===== src/rtl/nstb_pkg.sv =====
package nstb_pkg;

    // Width of the widest timing field; all phase counters use it.
    localparam int CNT_W      = 5;
    localparam int CFG_W      = 32;
    localparam int NUM_FIELDS = 7;

    // Field indices into the unpacked array.
    localparam int IX_WR_LOW  = 0;
    localparam int IX_WR_HIGH = 1;
    localparam int IX_RD_LOW  = 2;
    localparam int IX_RD_HIGH = 3;
    localparam int IX_TURN    = 4;
    localparam int IX_BUSY    = 5;
    localparam int IX_CE      = 6;

    // Bit positions and widths inside the timing word, by field index.
    localparam int FLD_LSB [NUM_FIELDS] = '{0, 4, 8, 12, 16, 19, 24};
    localparam int FLD_W   [NUM_FIELDS] = '{4, 4, 4, 4, 3, 5, 2};

    typedef enum logic [1:0] {
        OP_CMD   = 2'd0,
        OP_ADDR  = 2'd1,
        OP_WRITE = 2'd2,
        OP_READ  = 2'd3
    } op_kind_e;

    typedef enum logic [2:0] {
        ST_IDLE,
        ST_CE_SETUP,
        ST_TURN,
        ST_LOW,
        ST_HIGH,
        ST_BUSY_DLY,
        ST_BUSY_WAIT,
        ST_DONE
    } state_e;

    typedef struct packed {
        logic [CNT_W-1:0] wr_low;
        logic [CNT_W-1:0] wr_high;
        logic [CNT_W-1:0] rd_low;
        logic [CNT_W-1:0] rd_high;
        logic [CNT_W-1:0] turn;
        logic [CNT_W-1:0] busy_dly;
        logic [CNT_W-1:0] ce_dly;
    } timing_t;

    typedef struct packed {
        op_kind_e kind;
        logic     busy;
    } op_t;

    function automatic logic [CNT_W-1:0] at_least_one(input logic [CNT_W-1:0] v);
        return (v == '0) ? CNT_W'(1) : v;
    endfunction

    function automatic logic is_read(input op_kind_e k);
        return k == OP_READ;
    endfunction

endpackage


===== src/rtl/nstb_cfg_unpack.sv =====
module nstb_cfg_unpack
    import nstb_pkg::*;
(
    input  logic [CFG_W-1:0] cfg_word,
    output timing_t          tm
);
    logic [CNT_W-1:0] fld [NUM_FIELDS];

    for (genvar g = 0; g < NUM_FIELDS; g++) begin : g_fld
        localparam int LSB = FLD_LSB[g];
        localparam int W   = FLD_W[g];
        logic [W-1:0] raw;
        assign raw    = cfg_word[LSB +: W];
        assign fld[g] = at_least_one(CNT_W'(raw));
    end

    assign tm.wr_low   = fld[IX_WR_LOW];
    assign tm.wr_high  = fld[IX_WR_HIGH];
    assign tm.rd_low   = fld[IX_RD_LOW];
    assign tm.rd_high  = fld[IX_RD_HIGH];
    assign tm.turn     = fld[IX_TURN];
    assign tm.busy_dly = fld[IX_BUSY];
    assign tm.ce_dly   = fld[IX_CE];

endmodule


===== src/rtl/nstb_phase_timer.sv =====
module nstb_phase_timer #(
    parameter int W = 5
) (
    input  logic         clk,
    input  logic         rst,
    input  logic         load,
    input  logic [W-1:0] load_val,
    output logic         expired
);
    logic [W-1:0] cnt_q;

    always_ff @(posedge clk) begin
        if (rst) begin
            cnt_q <= '0;
        end else if (load) begin
            cnt_q <= load_val - W'(1);
        end else if (cnt_q != '0) begin
            cnt_q <= cnt_q - W'(1);
        end
    end

    assign expired = (cnt_q == '0);

    AST_TMR_LOAD_NONZERO: assert property (@(posedge clk) disable iff (rst)
        load |-> (load_val != '0));

endmodule


===== src/rtl/nand_strobe_gen.sv =====
module nand_strobe_gen
    import nstb_pkg::*;
#(
    parameter int DATA_W = 8
) (
    input  logic              clk,
    input  logic              rst,
    input  logic [31:0]       timing_cfg,
    input  logic              req_valid,
    input  logic [1:0]        req_kind,
    input  logic              req_busy,
    input  logic [DATA_W-1:0] req_wdata,
    output logic              req_ready,
    output logic              done,
    output logic [DATA_W-1:0] rd_data,
    output logic              ce_n,
    output logic              we_n,
    output logic              re_n,
    output logic              cle,
    output logic              ale,
    output logic [DATA_W-1:0] nand_dout,
    output logic              nand_doe,
    input  logic [DATA_W-1:0] nand_din,
    input  logic              nand_rdy
);
    timing_t          tm;
    state_e           state_q, state_d;
    op_t              op_q;
    op_kind_e         new_kind;
    logic [DATA_W-1:0] wdata_q, rd_q;
    logic             take_req;
    logic             tmr_load, tmr_done;
    logic [CNT_W-1:0] tmr_val;
    logic [CNT_W-1:0] low_len, high_len, new_low_len;
    logic             in_cycle, in_low;

    nstb_cfg_unpack u_unpack (
        .cfg_word (timing_cfg),
        .tm       (tm)
    );

    nstb_phase_timer #(.W(CNT_W)) u_timer (
        .clk      (clk),
        .rst      (rst),
        .load     (tmr_load),
        .load_val (tmr_val),
        .expired  (tmr_done)
    );

    assign new_kind    = op_kind_e'(req_kind);
    assign low_len     = is_read(op_q.kind) ? tm.rd_low  : tm.wr_low;
    assign high_len    = is_read(op_q.kind) ? tm.rd_high : tm.wr_high;
    assign new_low_len = is_read(new_kind)  ? tm.rd_low  : tm.wr_low;

    always_comb begin
        state_d  = state_q;
        tmr_load = 1'b0;
        tmr_val  = CNT_W'(1);
        take_req = 1'b0;
        case (state_q)
            ST_IDLE: begin
                if (req_valid) begin
                    take_req = 1'b1;
                    tmr_load = 1'b1;
                    tmr_val  = tm.ce_dly;
                    state_d  = ST_CE_SETUP;
                end
            end
            ST_CE_SETUP, ST_TURN: begin
                if (tmr_done) begin
                    tmr_load = 1'b1;
                    tmr_val  = low_len;
                    state_d  = ST_LOW;
                end
            end
            ST_LOW: begin
                if (tmr_done) begin
                    tmr_load = 1'b1;
                    tmr_val  = high_len;
                    state_d  = ST_HIGH;
                end
            end
            ST_HIGH: begin
                if (tmr_done) begin
                    if (op_q.busy) begin
                        tmr_load = 1'b1;
                        tmr_val  = tm.busy_dly;
                        state_d  = ST_BUSY_DLY;
                    end else begin
                        state_d  = ST_DONE;
                    end
                end
            end
            ST_BUSY_DLY: begin
                if (tmr_done) state_d = ST_BUSY_WAIT;
            end
            ST_BUSY_WAIT: begin
                if (nand_rdy) state_d = ST_DONE;
            end
            ST_DONE: begin
                if (req_valid) begin
                    take_req = 1'b1;
                    tmr_load = 1'b1;
                    if (is_read(new_kind) != is_read(op_q.kind)) begin
                        tmr_val = tm.turn;
                        state_d = ST_TURN;
                    end else begin
                        tmr_val = new_low_len;
                        state_d = ST_LOW;
                    end
                end else begin
                    state_d = ST_IDLE;
                end
            end
            default: state_d = ST_IDLE;
        endcase
    end

    always_ff @(posedge clk) begin
        if (rst) begin
            state_q <= ST_IDLE;
            op_q    <= '{kind: OP_CMD, busy: 1'b0};
            wdata_q <= '0;
            rd_q    <= '0;
        end else begin
            state_q <= state_d;
            if (take_req) begin
                op_q    <= '{kind: new_kind, busy: req_busy};
                wdata_q <= req_wdata;
            end
            if (state_q == ST_LOW && tmr_done && is_read(op_q.kind)) begin
                rd_q <= nand_din;
            end
        end
    end

    assign in_low   = (state_q == ST_LOW);
    assign in_cycle = (state_q == ST_CE_SETUP) || (state_q == ST_TURN) ||
                      (state_q == ST_LOW) || (state_q == ST_HIGH);

    assign req_ready = (state_q == ST_IDLE) || (state_q == ST_DONE);
    assign done      = (state_q == ST_DONE);
    assign rd_data   = rd_q;
    assign ce_n      = (state_q == ST_IDLE);
    assign we_n      = !(in_low && !is_read(op_q.kind));
    assign re_n      = !(in_low &&  is_read(op_q.kind));
    assign cle       = in_cycle && (op_q.kind == OP_CMD);
    assign ale       = in_cycle && (op_q.kind == OP_ADDR);
    assign nand_doe  = ((state_q == ST_LOW) || (state_q == ST_HIGH)) && !is_read(op_q.kind);
    assign nand_dout = wdata_q;

    AST_ONE_STROBE: assert property (@(posedge clk) disable iff (rst)
        (we_n || re_n));
    AST_DONE_SINGLE: assert property (@(posedge clk) disable iff (rst)
        done |=> !done);
    AST_QUIET_WHEN_READY: assert property (@(posedge clk) disable iff (rst)
        req_ready |-> (we_n && re_n));
    AST_CE_WITH_STROBE: assert property (@(posedge clk) disable iff (rst)
        (!we_n || !re_n) |-> !ce_n);
    AST_CE_RELEASE: assert property (@(posedge clk) disable iff (rst)
        $rose(ce_n) |-> $past(done));
    AST_RDY_BEFORE_DONE: assert property (@(posedge clk) disable iff (rst)
        (done && op_q.busy) |-> $past(nand_rdy));

endmodule


===== config.mk =====
export PLATFORM = sky130hd
export DESIGN_NAME = nand_strobe_gen
export DESIGN_NICKNAME = d
export VERILOG_FILES = /design/src/rtl/nstb_pkg.sv /design/src/rtl/nstb_cfg_unpack.sv /design/src/rtl/nstb_phase_timer.sv /design/src/rtl/nand_strobe_gen.sv
export SDC_FILE = /design/constraint.sdc
export NUM_CORES = 1
export LEC_CHECK = 0
export ABC_AREA = 1
export BUFFER_PORTS_ARGS = -buffer_cell sky130_fd_sc_hd__buf_2
export CORE_ASPECT_RATIO = 0.5
export CORE_MARGIN = 1
export CORE_UTILIZATION = 43
export DETAILED_ROUTE_END_ITERATION = 8
export HOLD_SLACK_MARGIN = 0.03
export PLACE_DENSITY = 0.82
export RECOVER_POWER = 50
export SETUP_SLACK_MARGIN = 0.4
export SLEW_MARGIN = 20
export SYNTH_ARGS = -nofsm -noshare
export SYNTH_HDL_FRONTEND = slang
export SYNTH_SLANG_ARGS = --single-unit

===== constraint.sdc =====
create_clock -name clk -period 1.9 [get_ports clk]
set_clock_uncertainty 0.15 [all_clocks]
set_input_delay 0.38 -clock clk [delete_from_list [all_inputs] [get_ports clk]]
set_output_delay 0.38 -clock clk [all_outputs]
set_load 0.03 [all_outputs]

Yosys cells after proc, flatten, opt, wreduce, memory -nomap -nowiden
Index checks and enable logic that the tools add are counted.

Register bits: 27. Bits of input ports: 55. Word-level logic and storage cells: 92.

$add $sub $neg: 2. Equal/unequal tests: 17. Multiplexer cells: 36. Reduce and logical (&&, ||, !) cells: 31.

Operator list (count): $mux 5 (13); $pmux 5 s5 (1); $mux 3 (8); $pmux 3 s7 (1); $logic_not 4->1 (4); $mux 4 (4); $eq 3x3->1 const B (4); $ne 2x2->1 const B (6); $logic_not 5->1 (2); $sub 5x1->5 const B (2); $logic_and 1x1->1 (7); $eq 3x2->1 const B (2); $logic_not 3->1 (2); $mux 1 (6); $reduce_and 6->1 (1); $logic_or 1x1->1 (5); $reduce_bool 5->1 (1); $eq 2x2->1 const B (2); $logic_not 2->1 (2); $mux 2 (2); $reduce_or 2->1 (2); $eq 3x1->1 const B (1); $logic_not 1->1 (3); $pmux 1 s3 (1); other kinds (4) (4).

Longest topological paths before layout
Depth after elaboration: 8. Mapped depth: 18. Depth with buffers taken out: 16.

Hierarchy
From an unflattened synthesis, not the netlist that was laid out.

Cells, all modules: 366. Area total of the unflattened synthesis: 2077.0 µm².

Modules (own cells, without submodules): nand_strobe_gen (instances 1, cells each 255, area each 1492.7 µm², sequential area each 440.4 µm²); nstb_phase_timer (instances 1, cells each 54, area each 332.8 µm², sequential area each 100.1 µm²); nstb_cfg_unpack (instances 1, cells each 57, area each 251.5 µm², sequential area each 0.0 µm²).

Least setup slack after synthesis
OpenSTA, ideal clock, no wires.

Path type: register -> register. Start: register state_q[0]. End: register u_timer.cnt_q[4]. Setup time: 0.139 ns. Data arrival time: 1.811 ns. Path slack: -0.200 ns. Cell stages (with the launch flop): 14. Path buffers: 0. Period minus slack after synthesis: 2.100 ns. Cells stage by stage: dfxtp_1 -> inv_2 -> nand2_1 -> nor2_1 -> o21ai_0 -> nand2_1 -> nor2_1 -> nand2_2 -> nand2_2 -> ha_1 -> inv_1 -> nor2_2 -> nand3b_1 -> a21oi_1.

RTL lines: start: declaration (RTL line nand_strobe_gen.sv:27) `state_e state_q, state_d;`; start signal: assignment (RTL line nand_strobe_gen.sv:126) `state_q <= state_d;`; $logic_not 3->1 *; net ce_n (RTL line nand_strobe_gen.sv:16) `output logic ce_n,`; $pmux 5 s5 or $reduce_or 2->1 (tied branches); $sub 5x1->5 or $pmux 1 s3 (tied branches) (RTL line nstb_phase_timer.sv:16, nand_strobe_gen.sv:60); $mux 5 or $reduce_bool 2->1 (tied branches); end signal: assignment (RTL line nstb_phase_timer.sv:16) `cnt_q <= load_val - W'(1);`; end signal: assignment (RTL line nstb_phase_timer.sv:18) `cnt_q <= cnt_q - W'(1);`; end: declaration (RTL line nstb_phase_timer.sv:10) `logic [W-1:0] cnt_q;`.

The timed path passes the listed nets; every way through them passes the cells marked *. A chain may end at the register's enable or synchronous reset.

Worst setup path in the final report
Start: register u_timer.cnt_q[0]. End: register u_timer.cnt_q[4].

Longest elaborated chain between the ends: 5.

Ends and longest elaborated chain: $logic_not 5->1 (RTL line nstb_phase_timer.sv:22) `assign expired = (cnt_q == '0);`; $mux 5, on equally long branches (RTL line nand_strobe_gen.sv:84, nand_strobe_gen.sv:70, nand_strobe_gen.sv:77); $pmux 5 s5 (RTL line nand_strobe_gen.sv:60) `case (state_q)`; $sub 5x1->5 (RTL line nstb_phase_timer.sv:16); $mux 5 (RTL line nstb_phase_timer.sv:15) `end else if (load) begin`.

Several ways; a longest one is shown, not always the timed one. The select of a mux whose other input is x is not followed.

==> run_results.csv <==
group,metric,value,unit
worst_setup_path,critPathArrivalTime,2.30,ns
worst_setup_path,r2r_end,"u_timer.cnt_q[4]",
worst_setup_path,regToRegSetupSlack,-0.33,ns
timing,rsz0062_at_grt,"true",
worst_setup_path,r2r-start,"u_timer.cnt_q[0]",
grt,grt_max_degree,18,
synthesis,syn_area,0.001775,mm2
synthesis,synth_top_family_by_area,"simple AND/OR/NAND/NOR gates",
synthesis,synth_edf_count,0,
synthesis,synth_top_area_cell,"dfxtp_1",
routing,wl_met1,3.274,mm
synthesis,ys_types,30,
outcome,status,"complete, but fails checks",
timing,fin_ws,-0.3267,ns
routing,drc_errors,0,
routing,vias,2694,
clock_network,cts_tree,"done",
clock_network,cts_buffer_depth,2,
routing,drt_iter0_markers,238,
timing,min_period,2.227,ns
final_layout,layout-drive-gt1-share,48.69,%
clock_network,clk_pin_slew,0.11,ns
synthesis,synth.area.mux_share,0,%
routing,first_pass_iters,7,
synthesis,synth-main-ff-cell,"dfxtp_1",
timing,tightest_slew,0.3725,ns
routing,final_antenna_net_count,0,
pwr,leakagePower,0.001529,uW
routing,drt_wl_total,8.309,mm
worst_setup_path,critPathRequiredTime,1.98,ns
synthesis,yosysTopAreaCellShare,30.44,%
clock_network,worstSkewPairLatency,0.29,ns
synthesis,synth-seq-area-share,30.44,%
synthesis,synth_xor_area_share,0,%
routing,wl_per_cell,17.49,um
worst_setup_path,cp_max_fo,5,
synthesis,synth_fa_ha_area_share,0.7047,%
place,dp_worst_setup_slack,-0.2913,ns
timing,maxSlewHeadroom,74.90,%
clock_network,cts_root_buf,"clkbuf_8",
grt,grt_pass1_wl,10.99,mm
floorplan,start_util,45.25,%
floorplan,rows,16,
floorplan,core_region_area,0.003924,mm2
place,dp_hpwl,4.181,mm
final_layout,final_core_util,77.77,%
grt,grt_pass1_vias,2331,
synthesis,syn_avg_cell_area,5.978,um2
run,maxCapViolCount,0,
floorplan,die_area,0.004406,mm2
synthesis,synth-compound-area-share,12.83,%
synthesis,synthCells,297,
synthesis,synthArstFlopShare,0,%
final_layout,area_delta_synth_final,71.88,%
routing,viasPerCell,5.672,
worst_setup_path,startpoint_type,"flip-flop",
synthesis,ys_ff_latch,27,
place,gp_congestion,0.9391,
min_path,whs_endpoint,"rd_data[4]",
synthesis,yosysMostFrequentCell,"nand2_1",
routing,wl_met3,872,um
min_path,hold-path-cell-count,3,
routing,routed-wl-met2,3.691,mm
synthesis,synth_fp_nets,353,
worst_setup_path,critPathKind,"flip-flop to flip-flop",
synthesis,yosys.area_share.simple,45.31,%
grt,gr-total-overflow,0,
min_path,min_from,"nand_din[4]",
routing,top_layer,"met4",
place,port_buffers,72,
grt,grt_usage,32.42,%
final_layout,num_antenna_cells,0,
pwr,power_density,1498,mW/mm2
clock_network,h-tree-depth,1,
min_path,hp-class,"primary input to flip-flop",
clock_network,hold_buffers,0,
worst_setup_path,end_kind,"flip-flop",
floorplan,ios,79,
synthesis,synthTopCellsByArea,"dfxtp_1, nand2_1, nor2_1",
synthesis,yosysWarnings,0,
final_layout,nets,478,
synthesis,synth_commonest_cells,"nand2_1, nor2_1, inv_1, dfxtp_1, a21oi_1",
clock_network,cts_made_buffers,3,
floorplan,die_y,47.44,um
grt,antenna_found_initial,0,
clock_network,cts_sinks,27,
pwr,power,4571,uW
timing,setup_viol,13,
outcome,failed_checks,"setup timing",
worst_setup_path,reg2reg_depth,14,
timing,finalHoldViolations,0,
timing,slew_violations,0,
timing,whs,0.1716,ns
pwr,ir_drop,722.4,uV
timing,fmax,0.4491,GHz
floorplan,die_w,92.88,um
timing,period_share,117.2,%
through the flow:
| step | TNS, ns | std cells | cell area (um2) |
|---|---|---|---|
| after floorplan | -0.04414 | 297 | 1858 |
| after global placement | -0.2969 | 450 | 2497 |
| after detailed placement | -0.6167 | 450 | 2497 |
| after CTS | -0.1202 | 470 | 2954 |
| after global routing | -2.118 | 475 | 3052 |
| final | -1.530 | 475 | 3052 |
per-layer routing:
layer / track usage, % / up-vias
met5: 0 / -
met4: 12.00 / 0
met3: 7.143 / 64
met2: 57.21 / 215
met1: 40.90 / 1225
li1: - / 1190
worst max path at each step:
stage	slack [ns]	end	from
2_1_floorplan	-0.04	u_timer.cnt_q[4]	state_q[0]
3_3_place_gp	-0.18	u_timer.cnt_q[4]	req_kind[0]
3_5_place_dp	-0.29	u_timer.cnt_q[4]	req_kind[0]
4_1_cts	-0.07	u_timer.cnt_q[4]	u_timer.cnt_q[2]
5_1_grt	-0.39	u_timer.cnt_q[4]	u_timer.cnt_q[4]
6_report	-0.33	u_timer.cnt_q[4]	u_timer.cnt_q[0]
area by class of cell:
cell class	count	area (um2)
tap	54	67.56
timing repair buffer	128	893.4
inverter	38	151.4
multi-input combinational	224	1329
clock buffer	3	41.29
fill	259	872.1
sequential	27	560.5
clock inverter	1	8.758
report_power, final:
group / internal [uW] / total, uW / switching (uW) / leakage [uW]
Sequential: 700 / 837 / 138 / 0.000224
Clock: 155 / 360 / 205 / 0.0000261
Combinational: 1460 / 3370 / 1920 / 0.00128
Total: 2310 / 4570 / 2260 / 0.00153
registers in the layout, indices dropped and copies added (netlist names):
| register | flops |
|---|---|
| nand_dout | 8 |
| rd_data | 8 |
| op_q | 3 |
| state_q | 3 |
| u_timer.cnt_q | 5 |
cells by family after synthesis:
logic type	Yosys count
compound gates	43
fa+ha+maj	1
buf+inv	46
flops	27
simple gates	180
cells in the final DEF, fill, tap and decap left out, types with 4 or more instances in the layout:
| cell | Yosys | layout |
|---|---|---|
| nand2_1 | 84 | 61 |
| buf_2 | 2 | 48 |
| nor2_1 | 47 | 36 |
| buf_4 | 2 | 35 |
| buf_6 | 1 | 28 |
| inv_1 | 31 | 24 |
| nand2_2 | 5 | 20 |
| dfxtp_1 | 27 | 19 |
| nand3_1 | 20 | 18 |
| clkbuf_1 | 2 | 16 |
| a21oi_1 | 21 | 15 |
| o21ai_0 | 16 | 14 |
| nand2_4 | 2 | 10 |
| nor2_4 | 2 | 10 |
| inv_2 | 6 | 9 |
| nor2_2 | 5 | 8 |
| a21oi_2 | 0 | 5 |
| nand4_1 | 4 | 4 |
| dfxtp_2 | 0 | 4 |
| dfxtp_4 | 0 | 4 |
repair_timing:
item | 4_1_cts | 5_1_grt
resized for setup | 84 | 25
endpoints found under the setup margin | 35 | 35
pin swaps | 22 | 11
buffers inserted | 16 | 5
critical path: stages (launching register included):
cell	delay (ns)
dfxtp_2	0.35
nor2_4	0.17
inv_1	0.11
nor2_4	0.23
nand3_4	0.15
nand2_4	0.12
inv_2	0.05
nor2_2	0.10
nand2_2	0.09
nand2_4	0.08
ha_4	0.12
inv_2	0.04
nor2_4	0.11
nand3b_1	0.14
a21oi_2	0.15
No activity file was read; power rests on OpenSTA's default activity.
